===== src/rtl/vmexit_decider.sv =====
module vmexit_decider #(
  parameter int PORT_W = 8,
  parameter int QUAL_W = 16
) (
  input  logic              clk,
  input  logic              rst_n,
  input  logic              cfg_we,
  input  logic [1:0]        cfg_sel,
  input  logic [PORT_W-1:0] cfg_addr,
  input  logic [31:0]       cfg_wdata,
  input  logic              ev_valid,
  input  logic [1:0]        ev_kind,
  input  logic [3:0]        ev_cls,
  input  logic [7:0]        ev_vec,
  input  logic [PORT_W-1:0] ev_port,
  input  logic [3:0]        ev_crn,
  input  logic              ev_dir,
  input  logic [3:0]        ev_gpr,
  output logic              done_o,
  output logic              exit_o,
  output logic [5:0]        reason_o,
  output logic [QUAL_W-1:0] qual_o
);
  localparam int NPORT = 1 << PORT_W;

  logic [6:0]  en_q;
  logic [2:0]  guard_q;
  logic [31:0] exc_q;
  logic        io_mem [NPORT];
  logic        io_bit_q;

  logic              d_exit;
  logic [5:0]        d_rs;
  logic [QUAL_W-1:0] d_ql;
  logic [QUAL_W-1:0] crq;

  logic              v_q, isio_q, ex_q;
  logic [5:0]        rs_q;
  logic [QUAL_W-1:0] ql_q;

  always_ff @(posedge clk or negedge rst_n)
    if (!rst_n) begin
      en_q <= '0; guard_q <= '0; exc_q <= '0;
    end else if (cfg_we) begin
      if (cfg_sel == 2'd0) {guard_q, en_q} <= cfg_wdata[9:0];
      if (cfg_sel == 2'd1) exc_q <= cfg_wdata;
    end

  always_ff @(posedge clk) begin
    if (cfg_we && cfg_sel == 2'd2) io_mem[cfg_addr] <= cfg_wdata[0];
    io_bit_q <= io_mem[ev_port];
  end

  assign crq = QUAL_W'({ev_gpr, 3'b000, ev_dir, ev_crn});

  always_comb begin
    d_exit = 1'b0;
    d_rs   = '0;
    d_ql   = '0;
    unique case (ev_kind)
      2'd0: unique case (ev_cls)
        4'd0:  begin d_exit = 1'b1;     d_rs = 6'd10; end
        4'd1:  begin d_exit = 1'b1;     d_rs = 6'd28;
                     d_ql = QUAL_W'({ev_gpr, 3'b000, 1'b1, 4'd3}); end
        4'd2:  begin d_exit = 1'b1;     d_rs = 6'd31; end
        4'd3:  begin d_exit = 1'b1;     d_rs = 6'd32; end
        4'd4:  begin d_exit = en_q[0];  d_rs = 6'd12; end
        4'd5:  begin d_exit = en_q[1];  d_rs = 6'd14; end
        4'd6:  begin d_exit = en_q[2];  d_rs = 6'd28;
                     d_ql = QUAL_W'({ev_gpr, 3'b000, ev_dir, 4'd8}); end
        4'd7:  begin d_exit = en_q[3];  d_rs = 6'd29; d_ql = crq; end
        4'd8:  begin d_exit = en_q[4];  d_rs = 6'd36; end
        4'd9:  begin d_exit = en_q[5];  d_rs = 6'd15; end
        4'd10: begin d_exit = en_q[6];  d_rs = 6'd16; end
        default: ;
      endcase
      2'd1: begin
        d_exit = (ev_vec < 8'd32) && exc_q[ev_vec[4:0]];
        d_rs   = 6'd0;
        d_ql   = QUAL_W'(ev_vec);
      end
      2'd2: begin
        d_rs = 6'd30;
        d_ql = QUAL_W'(ev_port);
      end
      default: begin
        d_rs = 6'd28;
        d_ql = crq;
        unique case (ev_crn)
          4'd0: d_exit = !ev_dir && guard_q[0];
          4'd3: d_exit = ev_dir || guard_q[1];
          4'd4: d_exit = !ev_dir && guard_q[2];
          4'd8: d_exit = en_q[2];
          default: ;
        endcase
      end
    endcase
  end

  always_ff @(posedge clk or negedge rst_n)
    if (!rst_n) begin
      v_q <= 1'b0; isio_q <= 1'b0; ex_q <= 1'b0; rs_q <= '0; ql_q <= '0;
    end else begin
      v_q    <= ev_valid;
      isio_q <= ev_valid && ev_kind == 2'd2;
      ex_q   <= ev_valid && d_exit;
      rs_q   <= d_rs;
      ql_q   <= d_ql;
    end

  assign done_o   = v_q;
  assign exit_o   = v_q && (isio_q ? io_bit_q : ex_q);
  assign reason_o = exit_o ? rs_q : '0;
  assign qual_o   = exit_o ? ql_q : '0;


  result_next_chk: assert property (@(posedge clk) disable iff (!rst_n)
    ev_valid |=> done_o);

  no_stray_chk: assert property (@(posedge clk) disable iff (!rst_n)
    !ev_valid |=> !done_o);

  ident_exit_chk: assert property (@(posedge clk) disable iff (!rst_n)
    ev_valid && ev_kind == 2'd0 && ev_cls == 4'd0 |=> exit_o && reason_o == 6'd10);

  high_vec_chk: assert property (@(posedge clk) disable iff (!rst_n)
    ev_valid && ev_kind == 2'd1 && ev_vec >= 8'd32 |=> !exit_o);

  cr3_read_chk: assert property (@(posedge clk) disable iff (!rst_n)
    ev_valid && ev_kind == 2'd3 && ev_crn == 4'd3 && ev_dir |=> exit_o && reason_o == 6'd28);

  quiet_zero_chk: assert property (@(posedge clk) disable iff (!rst_n)
    done_o && !exit_o |-> reason_o == 6'd0 && qual_o == '0);
endmodule


===== config.mk =====
export PLATFORM = sky130hd
export DESIGN_NAME = vmexit_decider
export DESIGN_NICKNAME = d
export VERILOG_FILES = /design/src/rtl/vmexit_decider.sv
export SDC_FILE = /design/constraint.sdc
export NUM_CORES = 1
export LEC_CHECK = 0
export ABC_AREA = 1
export BUFFER_PORTS_ARGS = -buffer_cell sky130_fd_sc_hd__buf_2
export CAP_MARGIN = 5
export CORE_ASPECT_RATIO = 1.1
export CORE_MARGIN = 2
export CORE_UTILIZATION = 55
export CTS_CLUSTER_DIAMETER = 40
export DETAILED_ROUTE_END_ITERATION = 6
export PLACE_DENSITY = 0.74
export SKIP_CTS_REPAIR_TIMING = 1
export SLEW_MARGIN = 20
export SYNTH_ARGS = -nofsm -noshare
export SYNTH_HDL_FRONTEND = slang
export SYNTH_SLANG_ARGS = --single-unit
export TNS_END_PERCENT = 100

===== constraint.sdc =====
create_clock -name clk -period 3 [get_ports clk]
set_clock_uncertainty 0.1 [all_clocks]
set_input_delay 0.15 -clock clk [delete_from_list [all_inputs] [get_ports clk]]
set_output_delay 0.15 -clock clk [all_outputs]
set_load 0.02 [all_outputs]

# Word level (Yosys, flattened, before mapping)
# Memory sizes are Yosys's and may differ from the RTL's. A register that Yosys moved wholly into a read port is not among the register bits.
# Cells that the tools add are included.
# Widths: inputs -> output; s select.
[totals]
regBits = 67
ramBits = 256
inputBits = 77
output_inout_bits = 24
word_cells = 59
n_memories = 1
[op_classes]
order_cmp = 2
n_eq_ne = 17
muxes = 14
reduce_logical = 17
[memory_table]
columns = ["memory", "words", "word_bits", "read_ports", "rd_clocked_by_memory_dff", "wr", "line", "text"]
rows = [
  ["io_mem", 256, 1, 1, 1, 1, "29", "logic io_mem [NPORT];"],
]
[op_table]
columns = ["operator", "count"]
rows = [
  ["$pmux 6 s10", 1],
  ["$pmux 16 s3", 1],
  ["$pmux 12 s3", 1],
  ["$eq 4x3->1 const B", 5],
  ["$pmux 6 s3", 1],
  ["$eq 4x4->1 const B", 4],
  ["$mux 16", 1],
  ["$eq 4x2->1 const B", 3],
  ["$logic_not 4->1", 2],
  ["$lt 8x6->1 const B", 1],
  ["$pmux 1 s8", 1],
  ["$logic_and 1x1->1", 7],
  ["$lt 5x6->1 const B", 1],
  ["$mux 6", 1],
  ["$bmux 1 s5", 1],
  ["$eq 2x1->1 const B", 2],
  ["$eq 2x2->1 const B", 2],
  ["$eq 4x1->1 const B", 1],
  ["$logic_not 2->1", 2],
  ["$mux 1", 4],
  ["$pmux 1 s4", 1],
  ["$reduce_and 2->1", 2],
  ["$reduce_or 4->1", 1],
  ["$pmux 1 s3", 1],
  ["other kinds (3)", 3],
]

# Logic depth before layout (Yosys ltp)
# Gate-level depths: netlist (run 1).
[depth]
word_depth = 5
depth_mapped = 13
mapped_depth_nobuf = 11

# Worst setup path before layout (run 1)
# OpenSTA, ideal clock, no wires.
[synth_timing]
path_kind = "register -> output"
from = "register v_q, in the netlist done_o"
to = "output qual_o[10]"
arrival_ns = 1.998
required_time_ns = 2.750
slack_ns = 0.752
stages_incl_launch_ff = 6
n_path_buf = 1
path_cell_list = "dfrtp_1 -> inv_1 -> nor3_1 -> clkinv_1 -> clkbuf_1 -> nor2_1"
[synth_via]
elab_chain_cells = 2
[synth_lines]
columns = ["item", "line", "text"]
rows = [
  ["from (decl)", "37", "logic v_q, isio_q, ex_q;"],
  ["from (signal assigned)", "104", "v_q <= ev_valid;"],
  ["$logic_and 1x1->1", "112", "assign exit_o = v_q && (isio_q ? io_bit_q : ex_q);"],
  ["via exit_o", "20", "output logic exit_o,"],
  ["$mux 16", "114", "assign qual_o = exit_o ? ql_q : '0;"],
  ["to (decl)", "22", "output logic [QUAL_W-1:0] qual_o"],
]
# The timed path passes the listed nets, and every way through them passes these cells.

==> results.yml, run 1 <==
worst_setup_path:
  cp_cell_sequence: "nand2_1 -> nand3_1 -> nand3_1 -> nand3_1 -> nand3_1 -> nand2_1 -> nand2_1 -> nand3_1 -> nand3_1 -> dlygate4sd3_1 -> nand2_1 -> dlygate4sd3_1"
  cp.required_ns: 3.31
  cpLargestDelayFamily: "buffers and inverters"
  critPathMaxStageDelay_ns: 0.55
  path_depth: 12
  setup.worst_path.start_class: "flop"
  crit_top_cell: "nand3_1"
  path_class: "flop to flop"
  end_kind: "flop"
  cp_max_fo: 1
  path_buf_inv: 2
  arrival_ns: 2.96
  cp_slowest_cell: "dlygate4sd3_1"
  r2r_cells: 12
pwr:
  p_leak_nw: 6.713
  pwr_density_cell_mw_per_mm2: 615.1
  intPower_mw: 8.133
  switchingPower_mw: 2.599
  clockPowerShare_pct: 45.4
  sequentialPowerShare_pct: 46.5
  netSwitchingFraction_pct: 24.22
  p_comb_share_pct: 8.1
  ir_worst_vdd_v: 0.0006193
synth:
  synthSimpleGateAreaFrac_pct: 26.55
  synth.avg_cell_area_sq_um: 9.512
  synth-adder-area-share_pct: 0
  ys_seq_elements: 320
  synthesis.area_sq_mm: 0.01470
  synthMuxAreaShare_pct: 1.686
  ys_types: 33
  yosys_warnings: 0
  synth_top_family_by_area: "simple AND/OR/NAND/NOR gates"
  synth_xor_area_share_pct: 0
  syn_inst: 1545
  synth_compound_area_share_pct: 3.244
  ys_seq_area_share_pct: 63.17
hold_path:
  hp-class: "input pin to flop"
  whs_path_depth: 3
timing:
  final_hold_viol_count: 0
  finalSetupTns_ns: 0
  fin_crit_ns: 2.652
  rsz0062_at_grt: "no"
  fin_ws_ns: 0.3484
  setup-violations-final: 0
  holdWs_ns: 0.01188
  relSlewSlack_pct: 47.95
  min_period_over_period_pct: 88.39
  worst_pin_slew_ns: 0.7799
  max_freq_ghz: 0.3771
  maxSlewViolCount: 0
finish:
  fillCellCount: 2053
  syn_to_final_growth_pct: 18.72
  antenna_cells: 0
  drive_gt1_share_pct: 12.75
  ff_latch_area_sq_mm: 0.009284
  nets: 1754
  fin_area_sq_mm: 0.01745
  multi_input_area_sq_mm: 0.004641
  fin_cells: 2062
grt:
  overflow: 0
  grt_pass1_vias: 11110
  antenna_found_initial: 0
  grt_usage_pct: 27.27
  grt_pass1_wl_mm: 59.75
  grt_max_degree: 129
floorplanning:
  start_util_pct: 56.05
  die_area_sq_mm: 0.02805
  dieWidth_um: 159.9
  io-pin-count: 101
  core_sq_mm: 0.02622
  placementRows: 62
  die_height_um: 175.4
route:
  drc: 0
  via_count: 11790
  wire_per_inst_um: 19.11
  dr.pass1.iters: 6
  drt_iter0_drc: 1501
  viasPerCell: 5.716
  drtAntennaViolNets: 0
  drt-total-wl_mm: 39.40
place:
  gp_congestion: 0.8551
  pre_cts_ws_ns: 0.8978
  dp_hpwl_mm: 22.24
  placed_cell_area_sq_mm: 0.01546
  dp.cells: 1924
  numPortBuffers: 96
outcome:
  status: "finished, final reports clean"
clocking:
  cts-htree-levels: 2
  cts_buffers: 42
  clk_pin_slew_ns: 0.06
  insertion_delay_ns: 0.54
  cts_max_path_buffers: 3
  cts_tree: "done"
  cts-root-buf: "clkbuf_16"
  cts_num_sinks: 320
flow_run:
  cap_violations: 0
==> registers in the layout, summed over array words and instances, names as in the netlist <==
name	cells
guard_q	3
ql_q	12
io_mem	256
rs_q	6
exc_q	32
ex_q	1
io_bit_q	1
en_q	7
done_o	1
isio_q	1
==> layout make-up <==
type                    count  share of cell area [%]
flip-flops and latches    320                   53.21
multi-input cells        1051                   26.60
repair buffers            186                   8.125
clock buffers              48                   6.153
well taps                 352                   2.524
clock inverters            29                   1.743
inverters                  76                   1.649
==> synthesized netlist by cell type <==
cell type,count,area (sq um)
nand3_1,257,1286
o21ai_0,42,210.2
a31oi_1,3,18.77
o211ai_1,1,7.510
nor3_1,3,15.01
buf_1,2,7.510
o221ai_1,8,70.07
clkinv_1,2,7.510
nand2_1,359,1348
nor2_1,321,1205
nand3b_1,1,7.510
inv_2,1,3.750
dfrtp_1,63,1577
o22ai_1,3,18.77
o21a_1,1,7.510
a211oi_1,1,7.510
nand4_1,1,6.260
mux2_2,22,247.7
nor4_1,1,6.260
o21bai_1,9,67.56
edfxtp_1,256,7687
nor3_2,2,20.02
inv_1,73,274.0
dfxtp_1,1,20.02
o31ai_1,1,7.510
buf_4,20,150.1
conb_1,1,3.750
buf_2,33,165.2
a221oi_1,3,26.28
clkbuf_2,2,10.01
nor3b_1,1,7.510
a21oi_1,7,35.03
clkbuf_1,44,165.2
==> power by group through the flow <==
stage	clock, mW	sequential, mW	combinational [mW]
floorplan	0	5.05	0.492
global placement	0	5.07	0.772
detailed placement	0	5.07	0.785
CTS	4.92	4.98	0.793
global route	5.11	5.00	0.958
finish	4.87	4.99	0.872
==> routing by layer <==
metal | global-route usage (%) | vias up | part of all wire (%)
met5 | 0 | - | 0
met4 | 9.760 | 0 | 3.1
met3 | 4.298 | 85 | 9.3
met2 | 45.13 | 656 | 48
met1 | 37.03 | 5604 | 40
li1 | - | 5442 | -
==> through the flow <==
stage	utilization, %	total power [mW]
detailed placement	58.96	5.855
global route	66.54	11.07
finish	66.54	10.73
global placement	58.96	5.840
floorplan	-	5.543
CTS	64.22	10.69
==> cell families (layout without fill, tap and decap cells) <==
kind of cell | Yosys count | after routing
buffers and inverters | 177 | 339
AOI/OAI and AO/OA | 79 | 79
other | 1 | 4
muxes | 22 | 22
and+or+nand+nor | 946 | 946
DFF | 320 | 320
==> cell usage in the layout, fill, tap and decap left out, types with 2 or more instances in the layout <==
master         instances
clkinv_8               2
a31oi_1                3
a21oi_1                7
inv_1                 72
conb_1                 4
bufinv_16              3
inv_8                  2
nor2_1               321
a221oi_1               3
edfxtp_1             256
o22ai_1                3
clkinv_2               2
o21ai_0               42
o221ai_1               8
nor3_2                 2
mux2_2                22
dfrtp_1               63
clkbuf_1               6
buf_2                 94
dlygate4sd3_1         61
buf_4                 22
clkinvlp_4             5
clkbuf_16             42
clkinv_4               6
nand2_1              359
clkinv_1               6
buf_12                 8
inv_6                  5
nor3_1                 3
nand3_1              257
o21bai_1               9
==> tightest hold or removal path, stage by stage <==
cell	delay (ns)
buf_2	0.14
inv_1	0.13
o21ai_0	0.14
==> final timing paths <==
kind	start	endpoint	slack (ns)
min in group asynchronous	rst_n	ex_q	0.03
worst min-delay path	ev_port[5]	ql_q[5]	0.01
max in group asynchronous	rst_n	exc_q[21]	1.87
worst max register to register	io_mem[161]	io_bit_q	0.35
worst max-delay path	io_mem[161]	io_bit_q	0.35
worst min register to register	exc_q[1]	exc_q[1]	0.38
(Power assumes the default switching activity.)
==> run 2, diff against run 1 <==
--- a/config.mk
+++ b/config.mk
@@ -8,12 +8,14 @@
 export ABC_AREA = 1
 export BUFFER_PORTS_ARGS = -buffer_cell sky130_fd_sc_hd__buf_2
 export CAP_MARGIN = 5
+export CELL_PAD_IN_SITES_DETAIL_PLACEMENT = 1
+export CELL_PAD_IN_SITES_GLOBAL_PLACEMENT = 1
 export CORE_ASPECT_RATIO = 1.1
 export CORE_MARGIN = 2
-export CORE_UTILIZATION = 55
+export CORE_UTILIZATION = 51
 export CTS_CLUSTER_DIAMETER = 40
 export DETAILED_ROUTE_END_ITERATION = 6
-export PLACE_DENSITY = 0.74
+export PLACE_DENSITY_LB_ADDON = 0.1
 export SKIP_CTS_REPAIR_TIMING = 1
 export SLEW_MARGIN = 20
 export SYNTH_ARGS = -nofsm -noshare
==> run 2 against run 1 <==
Effect of this change:
- register-to-register slack got worse by 0.06 ns
- sequential power barely moved
- critical endpoint unchanged
- non-clock buffer count rose by 2
- cell count rose by 1.3%
- critical path depth rose by 2
- routed wire length rose by 17%
==> results.yml, run 2 (synthesis gave the netlist of run 1 again) <==
finish:
  largest_reg_flops: 256
  mostFrequentLayoutCells: "359 x nand2_1, 321 x nor2_1, 257 x nand3_1"
  antenna_cells: 0
  drive_gt1_share_pct: 13.31
  syn_to_final_growth_pct: 19.52
  nets: 1760
  layout_commonest_cell: "nand2_1"
  utilization_pct: 61.53
  top_regs: "io_mem x256, exc_q x32, ql_q x12"
  top_register: "io_mem"
  fin_cells: 2088
route:
  dr.pass1.iters: 5
  drt-total-wl_mm: 46.11
  wire_per_inst_um: 22.08
  viasPerCell: 5.721
  drt_iter0_drc: 1068
  via_count: 11950
  drtAntennaViolNets: 0
  drc: 0
place:
  numPortBuffers: 96
  dp_hpwl_mm: 26.61
  dp.cells: 1943
  gp_congestion: 0.8820
grt:
  grt_pass1_vias: 12400
  grt_usage_pct: 29.06
  met3_usage_pct: 4.250
  grtUsageMet1_pct: 34.50
  grt-busiest-layer: "met2"
  grt_max_degree: 77
  grtUsageMet2_pct: 52.66
  overflow: 0
  antenna_found_initial: 0
  grt_pass1_wl_mm: 68.42
clocking:
  cts_tree: "done"
  insertion_delay_ns: 0.55
  cts-root-buf: "clkbuf_16"
  clk_pin_slew_ns: 0.05
  cts_buffers: 46
  cts_num_sinks: 320
  cts-htree-levels: 2
  cts_max_path_buffers: 3
worst_setup_path:
  cp.required_ns: 3.31
  cp_cell_sequence: "buf_2 -> inv_2 -> buf_12 -> nand3_1 -> nand3_1 -> nand3_1 -> nand3_1 -> nand2_1 -> nand2_1 -> nand3_1 -> nand3_1 -> dlygate4sd3_1 -> nand2_1 -> dlygate4sd3_1"
  end_kind: "flop"
  setup.worst_path.start_class: "input pin"
  critPathMaxStageDelay_ns: 0.55
  cpLargestDelayFamily: "buffers and inverters"
  cp_slowest_cell: "dlygate4sd3_1"
  path_class: "input pin to flop"
  path_buf_inv: 5
  crit_top_cell: "nand3_1"
  cp_max_fo: 59
  arrival_ns: 3.10
timing:
  final_hold_viol_count: 0
  maxSlewViolCount: 0
  min_period_over_period_pct: 92.97
  finalSetupTns_ns: 0
  max_freq_ghz: 0.3585
  worst_pin_slew_ns: 0.9385
  rsz0062_at_grt: "no"
  relSlewSlack_pct: 37.36
  fin_crit_ns: 2.789
  setup-violations-final: 0
floorplanning:
  io-pin-count: 101
  dieWidth_um: 165.9
  die_height_um: 182.0
  start_util_pct: 51.48
  core_sq_mm: 0.02855
  die_area_sq_mm: 0.03019
  placementRows: 65
pwr:
  p_leak_nw: 6.788
  power_mw: 11.12
  pwr_density_cell_mw_per_mm2: 633.1
  ir_worst_vdd_v: 0.0006265
outcome:
  status: "finished, final reports clean"
flow_run:
  cap_violations: 0
hold_path:
  hp-class: "input pin to flop"
[run 2: cell types whose count changed in the layout (fill, tap and decap cells not counted), moves of 3 or more]
cell,previous run,this run
buf_4,22,27
clkinv_2,2,6
inv_6,5,8
clkbuf_16,42,48
clkinvlp_4,5,2
[run 2: where the power goes]
| part | total [mW] | switching [mW] | internal, mW |
|---|---|---|---|
| clock | 5.22 | 2.07 | 3.14 |
| sequential | 4.99 | 0.0725 | 4.92 |
| combinational | 0.912 | 0.596 | 0.316 |
| total | 11.1 | 2.74 | 8.38 |
[run 2: final timing paths]
path,startpoint,endpoint,slack [ns],depth (start not counted)
worst min register to register,guard_q[2],guard_q[2],0.39,2
worst max register to register,io_mem[165],io_bit_q,0.29,12
worst max-delay path,ev_port[1],io_bit_q,0.21,14
min in group asynchronous,rst_n,ql_q[11],0.14,2
max in group asynchronous,rst_n,exc_q[26],1.94,3
worst min-delay path,ev_cls[0],rs_q[5],0.02,5
[run 2: tightest hold or removal path: cells and delay by family]
| family | cells | cell delay, ns |
|---|---|---|
| buffers and inverters | 2 | 0.19 |
| and+or+nand+nor | 2 | 0.14 |
| AOI/OAI and AO/OA | 1 | 0.11 |
[run 2: metal layers]
layer	part of all wire, %	wire (um)
met4	4.3	1960
met2	52	23850
met5	0	0
met3	5.4	2476
met1	39	17820
[run 2: area by class of cell]
cell class / count / area, sq um
Fill cell: 3184 / 10980
Sequential cell: 320 / 9284
Timing Repair Buffer: 188 / 1405
Tap cell: 368 / 460.4
Inverter: 76 / 287.8
Multi-Input combinational cell: 1051 / 4641
Clock buffer: 56 / 1231
Clock inverter: 29 / 256.5
[run 2: through the flow]
stage / hold slack, ns / setup slack, ns / cell area, sq um
4_1_cts: -0.3961 / 0.4816 / 16970
6_report: 0.01899 / 0.2109 / 17570
3_3_place_gp: 0.1599 / 0.8271 / 15480
3_5_place_dp: 0.1609 / 0.7507 / 15480
2_1_floorplan: -0.2456 / 0.7521 / 14710
5_1_grt: 0.02679 / 0.1326 / 17570
